File: src/rtl/ecc_log_pkg.sv
package ecc_log_pkg;
  localparam int STAT_W      = 12;
  localparam int POS_LSB     = 5;
  localparam int FLAG_MULTI  = 0;
  localparam int FLAG_SINGLE = 1;
  localparam int FLAG_DOUBLE = 3;
  localparam int REG_AW      = 2;

  typedef enum logic [REG_AW-1:0] {
    REG_ADDR  = 2'd0,
    REG_STAT  = 2'd1,
    REG_SPARE = 2'd2,
    REG_CLEAR = 2'd3
  } reg_sel_e;
endpackage

File: src/rtl/ecc_log_capture.sv
module ecc_log_capture #(
  parameter int ADDR_W = 32,
  parameter int POS_W  = 7
) (
  input  logic              clk,
  input  logic              rst_n,
  input  logic              fire,
  input  logic              dbl,
  input  logic [POS_W-1:0]  pos,
  input  logic [ADDR_W-1:0] addr,
  input  logic              clr,
  output logic [ADDR_W-1:0] cap_addr,
  output logic [POS_W-1:0]  cap_pos,
  output logic              f_single,
  output logic              f_double,
  output logic              f_multi
);
  logic logged;
  assign logged = f_single | f_double;

  always_ff @(posedge clk) begin
    if (!rst_n) begin
      cap_addr <= '0;
      cap_pos  <= '0;
      f_single <= 1'b0;
      f_double <= 1'b0;
      f_multi  <= 1'b0;
    end else if (fire && (!logged || clr)) begin
      cap_addr <= addr;
      cap_pos  <= pos;
      f_single <= !dbl;
      f_double <= dbl;
      f_multi  <= 1'b0;
    end else if (fire) begin
      f_multi  <= 1'b1;
    end else if (clr) begin
      cap_addr <= '0;
      cap_pos  <= '0;
      f_single <= 1'b0;
      f_double <= 1'b0;
      f_multi  <= 1'b0;
    end
  end
endmodule

File: src/rtl/ecc_log_regif.sv
module ecc_log_regif
  import ecc_log_pkg::*;
#(
  parameter int RD_W = 32
) (
  input  logic              clk,
  input  logic              rst_n,
  input  logic              rd_en,
  input  logic [REG_AW-1:0] rd_addr,
  input  logic              wr_en,
  input  logic [REG_AW-1:0] wr_addr,
  input  logic [RD_W-1:0]   addr_word,
  input  logic [RD_W-1:0]   stat_word,
  output logic              rd_valid,
  output logic [RD_W-1:0]   rd_data,
  output logic              clr
);
  assign clr = wr_en && (reg_sel_e'(wr_addr) == REG_CLEAR);

  always_ff @(posedge clk) begin
    if (!rst_n) begin
      rd_valid <= 1'b0;
      rd_data  <= '0;
    end else begin
      rd_valid <= rd_en;
      if (rd_en) begin
        case (reg_sel_e'(rd_addr))
          REG_ADDR: rd_data <= addr_word;
          REG_STAT: rd_data <= stat_word;
          default:  rd_data <= '0;
        endcase
      end
    end
  end
endmodule

File: src/rtl/ecc_log_serial.sv
module ecc_log_serial #(
  parameter int W = 32
) (
  input  logic         clk,
  input  logic         rst_n,
  input  logic         capture,
  input  logic         sel,
  input  logic         shift,
  input  logic [W-1:0] word_a,
  input  logic [W-1:0] word_b,
  output logic         sdo
);
  logic [W-1:0] sh;

  always_ff @(posedge clk) begin
    if (!rst_n)       sh <= '0;
    else if (capture) sh <= sel ? word_b : word_a;
    else if (shift)   sh <= {1'b0, sh[W-1:1]};
  end

  assign sdo = sh[0];
endmodule

File: src/rtl/ecc_err_logger.sv
module ecc_err_logger
  import ecc_log_pkg::*;
#(
  parameter int ADDR_W = 32
) (
  input  logic                      clk,
  input  logic                      rst_n,
  input  logic                      err_valid,
  output logic                      err_ready,
  input  logic                      err_double,
  input  logic [STAT_W-POS_LSB-1:0] err_pos,
  input  logic [ADDR_W-1:0]         err_addr,
  input  logic                      wr_en,
  input  logic [REG_AW-1:0]         wr_addr,
  input  logic                      rd_en,
  input  logic [REG_AW-1:0]         rd_addr,
  output logic                      rd_valid,
  output logic [((ADDR_W > STAT_W) ? ADDR_W : STAT_W)-1:0] rd_data,
  input  logic                      dbg_capture,
  input  logic                      dbg_sel,
  input  logic                      dbg_shift,
  output logic                      dbg_sdo,
  output logic                      irq
);
  localparam int POS_W = STAT_W - POS_LSB;
  localparam int RD_W  = (ADDR_W > STAT_W) ? ADDR_W : STAT_W;

  logic              err_fire, clr;
  logic [ADDR_W-1:0] cap_addr;
  logic [POS_W-1:0]  cap_pos;
  logic              f_single, f_double, f_multi;
  logic [STAT_W-1:0] stat;
  logic [RD_W-1:0]   addr_word, stat_word;

  always_ff @(posedge clk) begin
    if (!rst_n) err_ready <= 1'b0;
    else        err_ready <= 1'b1;
  end

  assign err_fire = err_valid && err_ready;

  ecc_log_capture #(.ADDR_W(ADDR_W), .POS_W(POS_W)) u_cap (
    .clk(clk), .rst_n(rst_n), .fire(err_fire), .dbl(err_double),
    .pos(err_pos), .addr(err_addr), .clr(clr),
    .cap_addr(cap_addr), .cap_pos(cap_pos),
    .f_single(f_single), .f_double(f_double), .f_multi(f_multi)
  );

  always_comb begin
    stat                       = '0;
    stat[FLAG_MULTI]           = f_multi;
    stat[FLAG_SINGLE]          = f_single;
    stat[FLAG_DOUBLE]          = f_double;
    stat[STAT_W-1:POS_LSB]     = cap_pos;
  end

  assign addr_word = RD_W'(cap_addr);
  assign stat_word = RD_W'(stat);
  assign irq       = f_single | f_double;

  ecc_log_regif #(.RD_W(RD_W)) u_regs (
    .clk(clk), .rst_n(rst_n), .rd_en(rd_en), .rd_addr(rd_addr),
    .wr_en(wr_en), .wr_addr(wr_addr), .addr_word(addr_word),
    .stat_word(stat_word), .rd_valid(rd_valid), .rd_data(rd_data), .clr(clr)
  );

  ecc_log_serial #(.W(RD_W)) u_dbg (
    .clk(clk), .rst_n(rst_n), .capture(dbg_capture), .sel(dbg_sel),
    .shift(dbg_shift), .word_a(addr_word), .word_b(stat_word), .sdo(dbg_sdo)
  );
endmodule

File: config.mk
export PLATFORM = sky130hd
export DESIGN_NAME = ecc_err_logger
export DESIGN_NICKNAME = d
export VERILOG_FILES = /design/src/rtl/ecc_log_pkg.sv /design/src/rtl/ecc_log_capture.sv /design/src/rtl/ecc_log_regif.sv /design/src/rtl/ecc_log_serial.sv /design/src/rtl/ecc_err_logger.sv
export SDC_FILE = /design/constraint.sdc
export NUM_CORES = 1
export LEC_CHECK = 0
export BUFFER_PORTS_ARGS = -buffer_cell sky130_fd_sc_hd__buf_2
export CORE_MARGIN = 8
export CORE_UTILIZATION = 25
export DETAILED_ROUTE_END_ITERATION = 12
export SLEW_MARGIN = 20
export SYNTH_ARGS = -nofsm -noshare
export SYNTH_HDL_FRONTEND = slang
export SYNTH_SLANG_ARGS = --single-unit
File: constraint.sdc
create_clock -name clk -period 1.68 [get_ports clk]
set_input_delay 0.168 -clock clk [delete_from_list [all_inputs] [get_ports clk]]
set_output_delay 0.168 -clock clk [all_outputs]
set_load 0.02 [all_outputs]
**Word level (Yosys, flattened, before mapping)**

Cells that the tools add are included.

- Memory bits (read-only): 0
- Memories: 0
- Input bits: 52
- Latch bits: 0
- Logic and storage cells: 42
- RAM bits: 0
- Register bits: 108

- $mul: 0
- Bitwise operators: 2
- Div/mod/pow operators: 0
- Mux-type cells: 16
- Reduce and logical (&&, ||, !) cells: 12
- Equality and inequality tests: 3
- Add/subtract/negate cells: 0
- Order comparisons: 0
- Shift-type cells: 0

Operators with widths:

| cell | count |
|---|---|
| $mux W32 | 6 |
| $pmux W32 S2 | 1 |
| $mux W7 | 3 |
| $mux W1 | 6 |
| $reduce_bool A2 Y1 | 3 |
| $logic_and A1 B1 Y1 | 3 |
| $eq A2 B1 Y1 const B | 1 |
| $eq A2 B2 Y1 const B | 1 |
| $logic_not A1 Y1 | 2 |
| $logic_not A2 Y1 | 1 |
| $ne A2 B2 Y1 const B | 1 |
| $reduce_and A2 Y1 | 1 |
| $reduce_or A2 Y1 | 1 |
| $logic_or A1 B1 Y1 | 1 |
| $not A1 Y1 | 1 |
| $or A1 B1 Y1 | 1 |

**Longest topological paths before layout**

- Word-level depth: 6
- Depth in mapped cells: 6

**Hierarchy**

From an unflattened synthesis, not the netlist that was laid out.

- Cells, all modules: 452
- Area total of the unflattened synthesis: 5,233.8 sq um

Modules (own cells, without submodules):

| module | cells each | area an instance (sq um) | times used |
|---|---|---|---|
| ecc_log_capture | 191 | 1,910.6 | 1 |
| ecc_log_serial | 145 | 1,647.8 | 1 |
| ecc_log_regif | 112 | 1,639.1 | 1 |
| ecc_err_logger | 4 | 36.3 | 1 |

**Worst setup path before layout**

No wires, ideal clock.

- Path kind: register -> register
- From: register u_cap.f_single
- To: register u_cap.cap_addr[0]
- Slack: 356 ps
- Cell stages (with the launch flop): 5
- Path buffers: 1
- Arrival: 1,252 ps
- Period minus slack after synthesis: 1,324 ps
- Cells stage by stage: dfxtp_1 -> or2_4 -> o21ai_4 -> buf_12 -> mux2i_1

- Longest elaborated chain between the ends: 6
- Elaborated cells between the ends (all ways): 8
- Classes of those cells: eq/ne (1); mux (1); bitwise (1); reduce/logical (5)

Ends and longest elaborated chain:

| what | RTL line | RTL |
|---|---|---|
| from (decl) | ecc_log_capture.sv:14 | `output logic f_single,` |
| from (signal assigned) | ecc_log_capture.sv:31 | `f_single <= !dbl;` |
| $or A1 B1 Y1 (*) | - |  |
| via irq | ecc_err_logger.sv:23 | `output logic irq` |
| $logic_not A1 Y1 (*) | ecc_log_capture.sv:28 | `end else if (fire && (!logged \|\| clr)) begin` |
| $logic_or A1 B1 Y1 (*) | ecc_log_capture.sv:28 |  |
| $logic_and A1 B1 Y1 (*) | ecc_log_capture.sv:28 |  |
| $ne A2 B2 Y1 (no source line) / $reduce_bool A2 Y1 (equally long branches) | - |  |
| $reduce_and A2 Y1 (no source line) | - |  |
| to (signal assigned) | ecc_log_capture.sv:29 | `cap_addr <= addr;` |
| to (decl) | ecc_log_capture.sv:12 | `output logic [ADDR_W-1:0] cap_addr,` |

The timed path passes the listed nets; every way through them passes the cells marked *.
A chain may end at the register's enable or synchronous reset.

**Final worst setup path**

- From: register u_cap.f_single
- To: register u_cap.cap_addr[5]

- Longest elaborated chain between the ends: 6
- Elaborated cells between the ends (all ways): 8
- Classes of those cells: eq/ne (1); mux (1); bitwise (1); reduce/logical (5)

Ends and longest elaborated chain:

| what | RTL line | RTL |
|---|---|---|
| $or A1 B1 Y1 (*) | ecc_log_capture.sv:19 | `assign logged = f_single \| f_double;` |
| $logic_not A1 Y1 (*) | ecc_log_capture.sv:28 |  |
| $logic_or A1 B1 Y1 (*) | ecc_log_capture.sv:28 |  |
| $logic_and A1 B1 Y1 (*) | ecc_log_capture.sv:28 |  |
| $ne A2 B2 Y1 (no source line) / $reduce_bool A2 Y1 (equally long branches) | - |  |
| $reduce_and A2 Y1 (no source line) | - |  |

Mark *: on every way between the ends. The rest lies on a longest branch, timed or not.

==> flow_summary.ini <==
[outcome]
outcome = completed

[sta]
fmax_ghz = 0.725
post-route-period-util_pct = 82.1
tns_ps = 0
whs_ps = 55.6
setup_viol = 0
rsz0062_at_grt = false
fin_crit_ps = 1380
slew_violations = 0
final_hold_viol_count = 0
worstMarginPinSlew_ps = 438
skew_ps = 6.86
relSlewSlack_pct = 70.8

[clock_network]
post_cts_buffers = 0
clk_pin_slew_ps = 70
ctsHoldBuffers = 0
cts_made_buffers = 9
cts.htree.levels = 3
cts_tree = done
cts_resized = 0
clk_path_buf_depth = 2
root_buffer = clkbuf_16
clock_latency_ps = 360
clock-sinks = 108

[critical_path]
path_buf_inv = 1
cp-startpoint = u_cap.f_single
critPathMaxFanout = 35
startpoint_type = register
crit_path_end_kind = register
cp_slowest_stage_delay_ps = 340
cp.required_ps = 1970
arrival_ps = 1670
cp_slowest_cell = dfxtp_1
rr_startpoint = u_cap.f_single
crit_type = reg -> reg
worstPathCellList = or2_4 -> o21ai_4 -> buf_12 -> mux2i_1
critPathTopFamily = flip-flops

[floorplanning]
ios = 88
fp.dieH_um = 155
coreArea_um2 = 19200
start_util_pct = 25.2
die_x_um = 155
die_area_um2 = 24000
rows = 51

[grt]
grt_use_total_pct = 10.5
gr-total-overflow = 0
grt_pass1_wl_mm = 19.8
grt_antenna_before_repair = 0
grt_pass1_vias = 3673
grt_max_degree = 75

[placement]
port_buffers = 87
gp_congestion = 0.759
place_hpwl_mm = 8.82

[synthesis]
syn_area_um2 = 4830
synth.area.top_cells = dfxtp_1, mux2i_1, nand2_1
ys_seq_area_share_pct = 44.8
syn-num-nets = 566
syn_inst = 514
synth_top_cell_by_area = dfxtp_1
synth-edff-count = 0
synthArstFlopShare_pct = 0
avgSynthCellArea_um2 = 9.40
yosys_warnings = 0
synth.distinct_cells = 27
ys_ff_latch = 108
ys.flop_type = dfxtp_1
synth_top_area_share_pct = 44.8

[final_layout]
area_growth_pct = 20.9
nets = 641
final_core_util_pct = 30.4
antennaDiodeCount = 0
layout-drive-gt1-share_pct = 22.7

[route]
vias = 3604
drt_first_pass_iters = 4
postRouteAntennaNets = 0
wl_per_cell_um = 14.3
routed_wl_mm = 12.3
drt_iter0_drc = 187
via_per_inst = 4.20
drc = 0

[power]
p_leak_nw = 2.49
ir_drop_mv = 0.453
power_density_nw_per_um2 = 910

[run]
drv_cap = 0

[worst_hold_path]
hold_class = in -> reg
min_from = err_addr[10]
final cells by class:
type | instances | area (µm²)
Clock buffer | 11 | 243
Clock inverter | 5 | 57.6
Fill cell | 2043 | 13400
Inverter | 10 | 37.5
Multi-Input combinational cell | 354 | 2390
Sequential cell | 108 | 2160
Tap cell | 265 | 332
Timing Repair Buffer | 106 | 616
final timing paths:
check                            end  slack, ps  depth (start not counted)
setup / recovery   u_cap.cap_addr[5]        300                          4
hold reg to reg    u_cap.cap_addr[0]        470                          2
setup reg to reg   u_cap.cap_addr[5]        300                          4
hold / removal    u_cap.cap_addr[10]         60                          3
state kept, by name (all words and copies together) (netlist names):
name / flops
u_regs.rd_valid: 1
u_cap.f_double: 1
u_cap.cap_addr: 32
u_dbg.sh: 32
u_cap.f_multi: 1
u_cap.f_single: 1
err_ready: 1
u_cap.cap_pos: 7
u_regs.rd_data: 32
report_power, final:
group | switching [mW] | internal (mW) | leakage (nW)
registers | 0.0316 | 2.61 | 0.874
clock network | 0.992 | 1.20 | 0.150
logic | 0.264 | 0.214 | 1.46
total | 1.29 | 4.03 | 2.49
synth_stat cells, types with 2 or more instances:
library cell  number
a21oi_1           22
and2_1            32
and3_1             2
buf_12             4
buf_2             18
clkbuf_1          19
dfxtp_1          108
inv_1             10
mux2_2            10
mux2i_1           80
nand2_1           89
nand2b_1           2
nand3b_1          22
nor2b_1           45
o211a_1           10
o21ai_0           21
o22ai_1           10
cell usage in the layout (no fill, tap or decap), drive strengths merged:
master  count
o2111a      1
o22ai      10
mux2i      80
a21oi      22
a32o        1
nand2      89
nor2b      45
a21boi      1
inv        12
nand3       1
nor3b       1
o211a      10
dfxtp     108
o21ai      22
clkbuf     11
or3b        1
mux2       10
or2         1
bufinv      1
nand2b      2
nand3b     22
and3        2
clkinv      2
buf       106
a31o        1
and2       32
metrics by stage:
step	power, mW	setup WS (ps)	instances	area (µm²)
2_1_floorplan	3.03	356	514	4830
3_3_place_gp	3.18	349	843	5540
3_5_place_dp	3.18	297	843	5540
4_1_cts	5.38	285	859	5840
5_1_grt	5.54	188	859	5840
6_report	5.31	300	859	5840
kinds of logic (layout without fill, tap and decap cells):
group,after synthesis,after routing,share of synthesized area [%]
AO/OA/AOI/OAI,68,68,8.94
buffers and inverters,52,132,5.85
flip-flops,108,108,44.8
multiplexers,90,90,18.9
AND/OR/NAND/NOR,196,196,21.5
worst register-to-register path: cells and delay by family, from the launching register on:
kind	cells	cell delay, ps
AOI/OAI and AO/OA	1	190
muxes	1	230
buffers and inverters	1	280
DFF	1	340
and+or+nand+nor	1	280
layer usage:
| layer | share of wire, % | track usage, % | vias to the layer above | routed length (µm) |
|---|---|---|---|---|
| met4 | 0.97 | 2.80 | 0 | 120 |
| met2 | 45 | 17.0 | 61 | 5560 |
| met1 | 49 | 13.2 | 1664 | 6080 |
| met5 | 0 | 0 | - | 0 |
| met3 | 4.5 | 3.33 | 9 | 552 |
| li1 | - | - | 1870 | - |
Note: power is estimated with default switching activity, not from simulation.
